File: src/rtl/game_sel_pkg.sv
// Shared types for the reset-counting game bank selector.
package game_sel_pkg;
    // Which memory currently owns the CPU chip-select request.
    typedef enum logic {
        SRC_ORIG  = 1'b0,
        SRC_FLASH = 1'b1
    } rom_src_e;
endpackage

File: src/rtl/a0_edge_sync.sv
// Brings the asynchronous CPU A0 line into the clk domain through two flops
// and flags each transition. Assumes A0 may hold any level at reset release:
// transitions are masked until the delay line holds three valid samples, so
// the first sampled level is never taken as a change.
module a0_edge_sync (
    input  logic clk,
    input  logic rst_n,
    input  logic a0_i,
    output logic edge_o
);
    localparam int unsigned PRIME_DEPTH = 3;

    logic s1_q, s2_q, prev_q;
    logic [PRIME_DEPTH-1:0] prime_q;

    // Two-flop synchronizer plus one delay stage for edge comparison.
    always_ff @(posedge clk) begin
        if (!rst_n) begin
            s1_q   <= 1'b0;
            s2_q   <= 1'b0;
            prev_q <= 1'b0;
        end else begin
            s1_q   <= a0_i;
            s2_q   <= s1_q;
            prev_q <= s2_q;
        end
    end

    // Marks when every stage holds a real sample of A0.
    always_ff @(posedge clk) begin
        if (!rst_n) prime_q <= '0;
        else        prime_q <= {prime_q[PRIME_DEPTH-2:0], 1'b1};
    end

    // A transition is reported only once the delay line is primed.
    always_comb edge_o = prime_q[PRIME_DEPTH-1] && (s2_q != prev_q);
endmodule

File: src/rtl/quiet_detector.sv
// Measures how long A0 has gone without a transition. Raises idle_o once the
// quiet spell reaches GAP_CYCLES and drops it on the next transition.
// Assumes power-on looks like a reset already in progress, so idle_o starts
// high; a rising edge then needs real activity followed by a new gap.
module quiet_detector #(
    parameter int unsigned GAP_CYCLES = 50000
) (
    input  logic clk,
    input  logic rst_n,
    input  logic edge_i,
    output logic idle_o
);
    localparam int unsigned CW = $clog2(GAP_CYCLES + 1);
    localparam logic [CW-1:0] LIMIT = CW'(GAP_CYCLES);

    logic [CW-1:0] quiet_q;
    logic          idle_q;

    // Counts quiet cycles, saturating at the limit. Sets idle at the limit.
    always_ff @(posedge clk) begin
        if (!rst_n) begin
            quiet_q <= LIMIT;
            idle_q  <= 1'b1;
        end else if (edge_i) begin
            quiet_q <= '0;
            idle_q  <= 1'b0;
        end else if (quiet_q != LIMIT) begin
            quiet_q <= quiet_q + 1'b1;
            if (quiet_q == LIMIT - 1'b1) idle_q <= 1'b1;
        end
    end

    always_comb idle_o = idle_q;

    // A transition must clear the reset indication on the next cycle.
    assert_idle_clears_R3: assert property (@(posedge clk) disable iff (!rst_n)
        edge_i |=> !idle_o);

    // Idle never rises in the cycle right after a transition.
    assert_no_early_idle_R2: assert property (@(posedge clk) disable iff (!rst_n)
        $rose(idle_o) |-> !$past(edge_i));
endmodule

File: src/rtl/bank_stepper.sv
// Holds the game selection and steps it on each rising edge of the quiet
// indication. Order: original, flash partitions 0..N-1, then original again.
// Only rst_n clears it; falling idle (end of console reset) changes nothing.
module bank_stepper
    import game_sel_pkg::*;
#(
    parameter int unsigned BANK_BITS = 2
) (
    input  logic                 clk,
    input  logic                 rst_n,
    input  logic                 idle_i,
    output rom_src_e             src_o,
    output logic [BANK_BITS-1:0] bank_o
);
    localparam logic [BANK_BITS-1:0] LAST_BANK = '1;

    logic                 idle_d_q;
    logic                 step;
    rom_src_e             src_q;
    logic [BANK_BITS-1:0] bank_q;

    // Delayed copy of idle for rising-edge detection. Starts high like idle.
    always_ff @(posedge clk) begin
        if (!rst_n) idle_d_q <= 1'b1;
        else        idle_d_q <= idle_i;
    end

    always_comb step = idle_i && !idle_d_q;

    // Advances the selection by one position per detected reset start.
    always_ff @(posedge clk) begin
        if (!rst_n) begin
            src_q  <= SRC_ORIG;
            bank_q <= '0;
        end else if (step) begin
            if (src_q == SRC_ORIG) begin
                src_q  <= SRC_FLASH;
                bank_q <= '0;
            end else if (bank_q == LAST_BANK) begin
                src_q  <= SRC_ORIG;
                bank_q <= '0;
            end else begin
                bank_q <= bank_q + 1'b1;
            end
        end
    end

    always_comb begin
        src_o  = src_q;
        bank_o = bank_q;
    end

    // A reset start always moves the selection.
    assert_step_moves_R4: assert property (@(posedge clk) disable iff (!rst_n)
        (idle_i && !idle_d_q) |=> ({src_o, bank_o} != $past({src_o, bank_o})));

    // Without a reset start the selection holds, including at reset release.
    assert_hold_otherwise_R5: assert property (@(posedge clk) disable iff (!rst_n)
        !(idle_i && !idle_d_q) |=> $stable({src_o, bank_o}));
endmodule

File: src/rtl/game_bank_selector.sv
// Top of the reset-counting game selector. Detects console resets as a long
// quiet spell on CPU A0 and steps through the original game and each flash
// partition. Routes the CPU ROM request to exactly one memory.
module game_bank_selector
    import game_sel_pkg::*;
#(
    parameter int unsigned GAP_CYCLES = 50000,
    parameter int unsigned BANK_BITS  = 2
) (
    input  logic                 clk,
    input  logic                 rst_n,
    input  logic                 cpu_a0,
    input  logic                 rom_req_n,
    output logic [BANK_BITS-1:0] flash_addr_hi,
    output logic                 flash_ce_n,
    output logic                 orig_ce_n,
    output logic                 reset_seen
);
    logic                 a0_edge;
    logic                 idle;
    rom_src_e             src;
    logic [BANK_BITS-1:0] bank;

    a0_edge_sync u_sync (
        .clk    (clk),
        .rst_n  (rst_n),
        .a0_i   (cpu_a0),
        .edge_o (a0_edge)
    );

    quiet_detector #(.GAP_CYCLES(GAP_CYCLES)) u_quiet (
        .clk    (clk),
        .rst_n  (rst_n),
        .edge_i (a0_edge),
        .idle_o (idle)
    );

    bank_stepper #(.BANK_BITS(BANK_BITS)) u_step (
        .clk    (clk),
        .rst_n  (rst_n),
        .idle_i (idle),
        .src_o  (src),
        .bank_o (bank)
    );

    // Steers the request to the selected memory; the other stays deselected.
    always_comb begin
        flash_addr_hi = bank;
        flash_ce_n    = (src == SRC_FLASH) ? rom_req_n : 1'b1;
        orig_ce_n     = (src == SRC_ORIG)  ? rom_req_n : 1'b1;
        reset_seen    = idle;
    end

    // The two memories are never selected together.
    assert_ce_exclusive_R8: assert property (@(posedge clk) disable iff (!rst_n)
        !(!flash_ce_n && !orig_ce_n));

    // While the original game runs the flash high bits rest at zero.
    assert_orig_bank_zero_R7: assert property (@(posedge clk) disable iff (!rst_n)
        !orig_ce_n |-> (flash_addr_hi == '0));
endmodule

File: config.mk
export PLATFORM = sky130hd
export DESIGN_NAME = game_bank_selector
export DESIGN_NICKNAME = d
export VERILOG_FILES = /design/src/rtl/game_sel_pkg.sv /design/src/rtl/a0_edge_sync.sv /design/src/rtl/quiet_detector.sv /design/src/rtl/bank_stepper.sv /design/src/rtl/game_bank_selector.sv
export SDC_FILE = /design/constraint.sdc
export NUM_CORES = 1
export LEC_CHECK = 0
export ABC_AREA = 1
export BUFFER_PORTS_ARGS = -buffer_cell sky130_fd_sc_hd__clkbuf_2
export CAP_MARGIN = 20
export CORE_ASPECT_RATIO = 0.8
export CORE_MARGIN = 10
export CORE_UTILIZATION = 52
export CTS_BUF_LIST = sky130_fd_sc_hd__clkbuf_16
export DETAILED_ROUTE_END_ITERATION = 8
export GPL_TIMING_DRIVEN = 0
export PLACE_DENSITY_LB_ADDON = 0.05
export RECOVER_POWER = 50
export SLEW_MARGIN = 20
export SYNTH_ARGS = -nofsm -noshare
export SYNTH_HDL_FRONTEND = slang
export SYNTH_SLANG_ARGS = --single-unit
File: constraint.sdc
create_clock -name clk -period 1.1 [get_ports clk]
set_input_delay 0.11 -clock clk [delete_from_list [all_inputs] [get_ports clk]]
set_output_delay 0.11 -clock clk [all_outputs]
set_load 0.01 [all_outputs]
* After elaboration in Yosys (flattened, before gate mapping)
Index checks and enable logic that the tools add are counted.
W data, S select, Z words.
** Storage, ports and cells
- Register bits after elaboration :: 27
- Latch bits :: 0
- RAM bits :: 0
- Memory bits (read-only) :: 0
- Input bits :: 4
- Output and inout port bits :: 5
- Word-level logic and storage cells :: 37
- Memories kept :: 0
** Operators by class
- Add/sub/neg operators :: 2
- Multipliers :: 0
- Div/mod/pow operators :: 0
- Order comparisons :: 0
- Equal/unequal tests :: 4
- Shifts and indexed selects :: 0
- Mux-type cells :: 12
- Bitwise operators :: 1
- Reduce and logical (&&, ||, !) cells :: 7
** Operator list (count)
- $mux W16 :: 2
- $add A16 B1 Y16 const B :: 1
- $eq A16 B16 Y1 const B :: 1
- $ne A16 B16 Y1 const B :: 1
- $mux W1 :: 8
- $mux W2 :: 2
- $reduce_bool A2 Y1 :: 2
- $add A2 B1 Y2 const B :: 1
- $eq A2 B2 Y1 const B :: 1
- $logic_and A1 B1 Y1 :: 2
- $reduce_and A2 Y1 :: 1
- $reduce_or A2 Y1 :: 1
- $logic_not A1 Y1 :: 1
- $ne A1 B1 Y1 :: 1
- $not A1 Y1 :: 1

* Depth between registers and ports, before layout
- Depth after elaboration :: 4
- Depth in mapped cells :: 9
- Depth with buffers taken out :: 9

* Cells and area by module
Synthesis repeated with hierarchy kept, for this count alone.
** Unflattened totals
- Cell total of the unflattened synthesis :: 195
- Area total of the unflattened synthesis :: 1316.3 um2
** By module, submodules not included
- quiet_detector :: times used 1, cells an instance 147, area each 947.2 um2, sequential area each 340.3 um2
- bank_stepper :: times used 1, cells an instance 24, area each 178.9 um2, sequential area each 80.1 um2
- a0_edge_sync :: times used 1, cells an instance 20, area each 175.2 um2, sequential area each 120.1 um2
- game_bank_selector :: times used 1, cells an instance 4, area each 15.0 um2, sequential area each 0.0 um2

* Worst setup path after synthesis
Ideal clock, no wire load.
- Kind :: register to register
- Start :: register u_quiet.quiet_q[1]
- End :: register u_quiet.quiet_q[12]
- Library setup time :: 118 ps
- Arrival time :: 1136 ps
- Data required time :: 982 ps
- Slack :: -154 ps
- Cell stages (with the launch flop) :: 9
- Path buffers :: 0
- Period minus slack after synthesis :: 1254 ps
- Cells stage by stage :: dfxtp_1 > ha_1 > nand3_2 > nor2_4 > nand2_2 > nor2_1 > nand2_1 > nand2_1 > nor2_1
** On the way
- Word-level cells in the longest chain between the ends :: 1
- Elaborated cells on any way between the ends :: 2
- Those cells by class :: add/sub: 1; eq/ne: 1
** RTL lines
- from (decl) :: line quiet_detector.sv:16 : logic [CW-1:0] quiet_q;
- from (signal assigned) :: line quiet_detector.sv:28 : quiet_q <= quiet_q + 1'b1;
- $add A16 B1 Y16 / $ne A16 B16 Y1 (equally long branches) :: line quiet_detector.sv:28, quiet_detector.sv:27
Parallel ways exist; a longest one is shown, timed or not.
A chain may end at the register's enable or synchronous reset.

* Worst setup path after layout
- Start :: register u_quiet.quiet_q[0]
- End :: register u_quiet.quiet_q[2]
Same word-level chain as after synthesis.

==> flow_metrics.py <==
metrics = {
    "drt": {
        "routed_wl_um": 2902,
        "drc": 0,
        "dr.first_iter.drc_count": 77,
        "vias_per_cell": 5.165,
        "post_drt_wl_per_cell_um": 12.62,
        "top_layer_used": "met4",
        "ant_nets": 0,
        "dr.pass1.iters": 4,
        "dr_total_vias": 1188,
        "dr_wl_met2_um": 1565,
        "drt-met1-wl_um": 1247,
        "wl_met3_um": 81,
    },
    "logic_synthesis": {
        "ys_warn_count": 0,
        "synthArstFlopShare": 0,
        "synth_area_um2": 1285,
        "synth-seq-cells": 27,
        "yosys.area_share.xor_xnor": 0.01363,
        "synth_fp_nets": 187,
        "synth_edf_count": 0,
        "yosys.area_share.simple": 0.3681,
        "synth.distinct_cells": 27,
        "ys_seq_area_frac": 0.4206,
        "yosys.cell_count.top_type": "nand2_1",
        "synth_top_family_by_area": "simple AND/OR/NAND/NOR gates",
        "synth_area_leaders": "dfxtp_1, nand2_1, nor2_1",
        "syn_area_per_cell_um2": 7.139,
        "synth_compound_area_frac": 0.09250,
        "synth_flop_cell": "dfxtp_1",
        "muxShareOfSynthArea": 0,
        "netlist_instances": 180,
        "synth_commonest_cells": "nand2_1, dfxtp_1, nor2_1",
        "synth-adder-area-share": 0.02921,
        "yosysTopAreaCell": "dfxtp_1",
        "synth_top_area_share": 0.4206,
    },
    "min_path": {
        "hold_start": "cpu_a0",
        "min_path_type": "input port to register",
    },
    "clocking": {
        "ctsLongestPathBuffers": 2,
        "cts.clk_slew.worst_paths_ns": 0.07,
        "h-tree-depth": 1,
        "cts_sinks": 27,
        "cts_tree": "yes",
        "clk_latency_ns": 0.26,
        "root_buffer": "clkbuf_16",
        "cts_inserted_buffers": 3,
    },
    "placement": {
        "port_buffers": 8,
        "dpl.hpwl_um": 1918,
        "gp_routability_congestion": 0.8175,
        "dpl-instance-area_um2": 1386,
        "dp_slack_ns": -0.2287,
    },
    "setup_path": {
        "arrival_ns": 1.47,
        "crit_type": "register to register",
        "cpPeakStageDelay_ns": 0.36,
        "start_kind": "register",
        "cp_max_fo": 4,
        "cp_slowest_cell": "dfxtp_4",
        "path_delay_family": "simple AND/OR/NAND/NOR gates",
        "critPathRequiredTime_ns": 1.25,
        "crit_path_end_kind": "register",
        "timing.rr.start": "u_quiet.quiet_q[0]$_SDFFE_PP0N_",
        "path_cells": "inv_2 -> ha_2 -> nand2_1 -> inv_1 -> nand2_1 -> nor2_2 -> nand2_2 -> o21ai_0 -> nor2_1",
        "crit_buf_inv": 2,
        "cp-startpoint": "u_quiet.quiet_q[0]$_SDFFE_PP0N_",
        "cp_common_cell": "nand2_1",
    },
    "cells_and_area": {
        "fin_nets": 211,
        "syn2layout_area_growth_pct": 31.06,
        "fin_area_um2": 1684,
        "diodes": 0,
        "layout-drive-gt1-share": 0.3498,
    },
    "sta": {
        "min_period_ns": 1.317,
        "max-slew-margin-rel": 0.7190,
        "grt_setup_unrepaired": "yes",
        "holdWs_ns": 0.02743,
        "finalMaxSlewViolations": 0,
        "fmax_mhz": 759.2,
        "finalSetupTns_ns": -1.745,
        "fin_crit_sh": 1.197,
        "setup_ws_ns": -0.2171,
        "clock-skew-final_ns": 0.004177,
        "setup_viol": 15,
        "finalHoldViolCount": 0,
        "tightestPinTransition_ns": 0.4215,
    },
    "power": {
        "intPower_w": 0.001626,
        "pwr-share-comb": 0.124,
        "switchingPower_w": 0.0005373,
        "max-vdd-ir-drop_v": 0.001150,
        "swShare": 0.2484,
        "seqPwrFrac": 0.492,
        "p_leak_nw": 0.7986,
        "cellPowerDensity_nw_per_um2": 1285,
        "clkPwrFrac": 0.383,
        "p_total_w": 0.002163,
    },
    "global_route": {
        "grt-ovfl-total": 0,
        "grt_pass1_vias": 1130,
        "grt_start_max_net_pins": 16,
        "track_usage": 0.1165,
        "antenna_found_initial": 0,
        "grt_pass1_wl_um": 4636,
    },
    "floorplan": {
        "core-area_um2": 2402,
        "die_height_um": 64.46,
        "dieArea_um2": 4872,
        "rows": 16,
        "start_util": 0.5349,
        "io_pins": 9,
        "die_x_um": 75.58,
    },
    "outcome": {
        "violations": "negative setup slack",
        "status": "finished with violations",
    },
    "flow_run": {
        "maxCapViolCount": 0,
    },
}
==> cell type report <==
cell class              instances  area, um2
repair buffers                 19      141.4
flip-flops and latches         27      570.5
plain buffers                   1      3.754
well taps                      27      33.78
fillers                       182      718.2
clock inverters                 1      5.005
inverters                      25      96.34
clock buffers                   3      75.07
multi-input cells             127      758.2
==> cell usage in the layout (no fill, tap or decap), types with 3 or more instances in the layout <==
cell type  netlist  routed
a21oi_1         11       9
nand3_2          2       6
o21ai_1          2       3
buf_6            0       5
nor2_2           1       4
dfxtp_2          0       9
nor2_4           2       4
a21oi_2          1       3
clkbuf_2         0       8
nor2_1          26      21
dfxtp_4          0       5
nand3_1         16      11
clkbuf_16        0       3
nand2_1         44      39
buf_4            0       6
inv_1           25      23
nand2_2          2       5
dfxtp_1         27      13
==> kinds of logic after synthesis <==
group           count (synthesis)
compound gates                 21
xor+xnor                        2
fa+ha+maj                       3
buf+inv                        26
flops                          27
simple gates                  101
==> power by group through the flow <==
| stage | logic (W) | registers, W | clock network [W] |
|---|---|---|---|
| finish | 0.000269 | 0.00106 | 0.000829 |
| global route | 0.000304 | 0.00107 | 0.000879 |
| CTS | 0.000240 | 0.00107 | 0.000849 |
| detailed placement | 0.000190 | 0.00109 | 0 |
| global placement | 0.000176 | 0.00109 | 0 |
| floorplan | 0.000145 | 0.00108 | 0 |
==> registers in the layout, indices dropped and copies added, names as in the netlist <==
register / flops
u_quiet.quiet_q: 16
u_sync.prime_q: 3
u_step.bank_o: 2
u_quiet.idle_o: 1
u_step.idle_d_q: 1
u_step.src_o: 1
u_sync.prev_q: 1
u_sync.s1_q: 1
u_sync.s2_q: 1
==> routing by layer <==
layer  up-vias  track usage
met5         -            0
met2        15       0.2015
li1        616            -
met4         0      0.02778
met3         2      0.03805
met1       555       0.1345
==> tightest hold or removal path: cells and delay by family <==
family        cells  cell delay, ns
buf+inv           2            0.11
simple gates      1            0.04
==> what timing repair did <==
| item | 4_1_cts | 5_1_grt |
|---|---|---|
| hold buffers | 0 | 0 |
| buffers inserted | 8 | 3 |
| pin swaps | 11 | 6 |
| endpoints found under the setup margin | 16 | 17 |
| gates resized for setup | 19 | 28 |
==> stage by stage <==
stage	utilization	cells
after CTS	0.6552	227
after detailed placement	0.5771	215
after global routing	0.7010	230
after global placement	0.5771	215
final	0.7010	230
after floorplan	-	180
==> final timing paths <==
check	end	slack [ns]	depth (start not counted)
setup / recovery	u_quiet.quiet_q[2]$_SDFFE_PP0N_	-0.22	9
hold / removal	u_sync.s1_q$_SDFF_PN0_	0.03	3
setup reg to reg	u_quiet.quiet_q[2]$_SDFFE_PP0N_	-0.22	9
hold reg to reg	u_sync.prime_q[1]$_SDFF_PN0_	0.41	2
(Power assumes the default switching activity.)
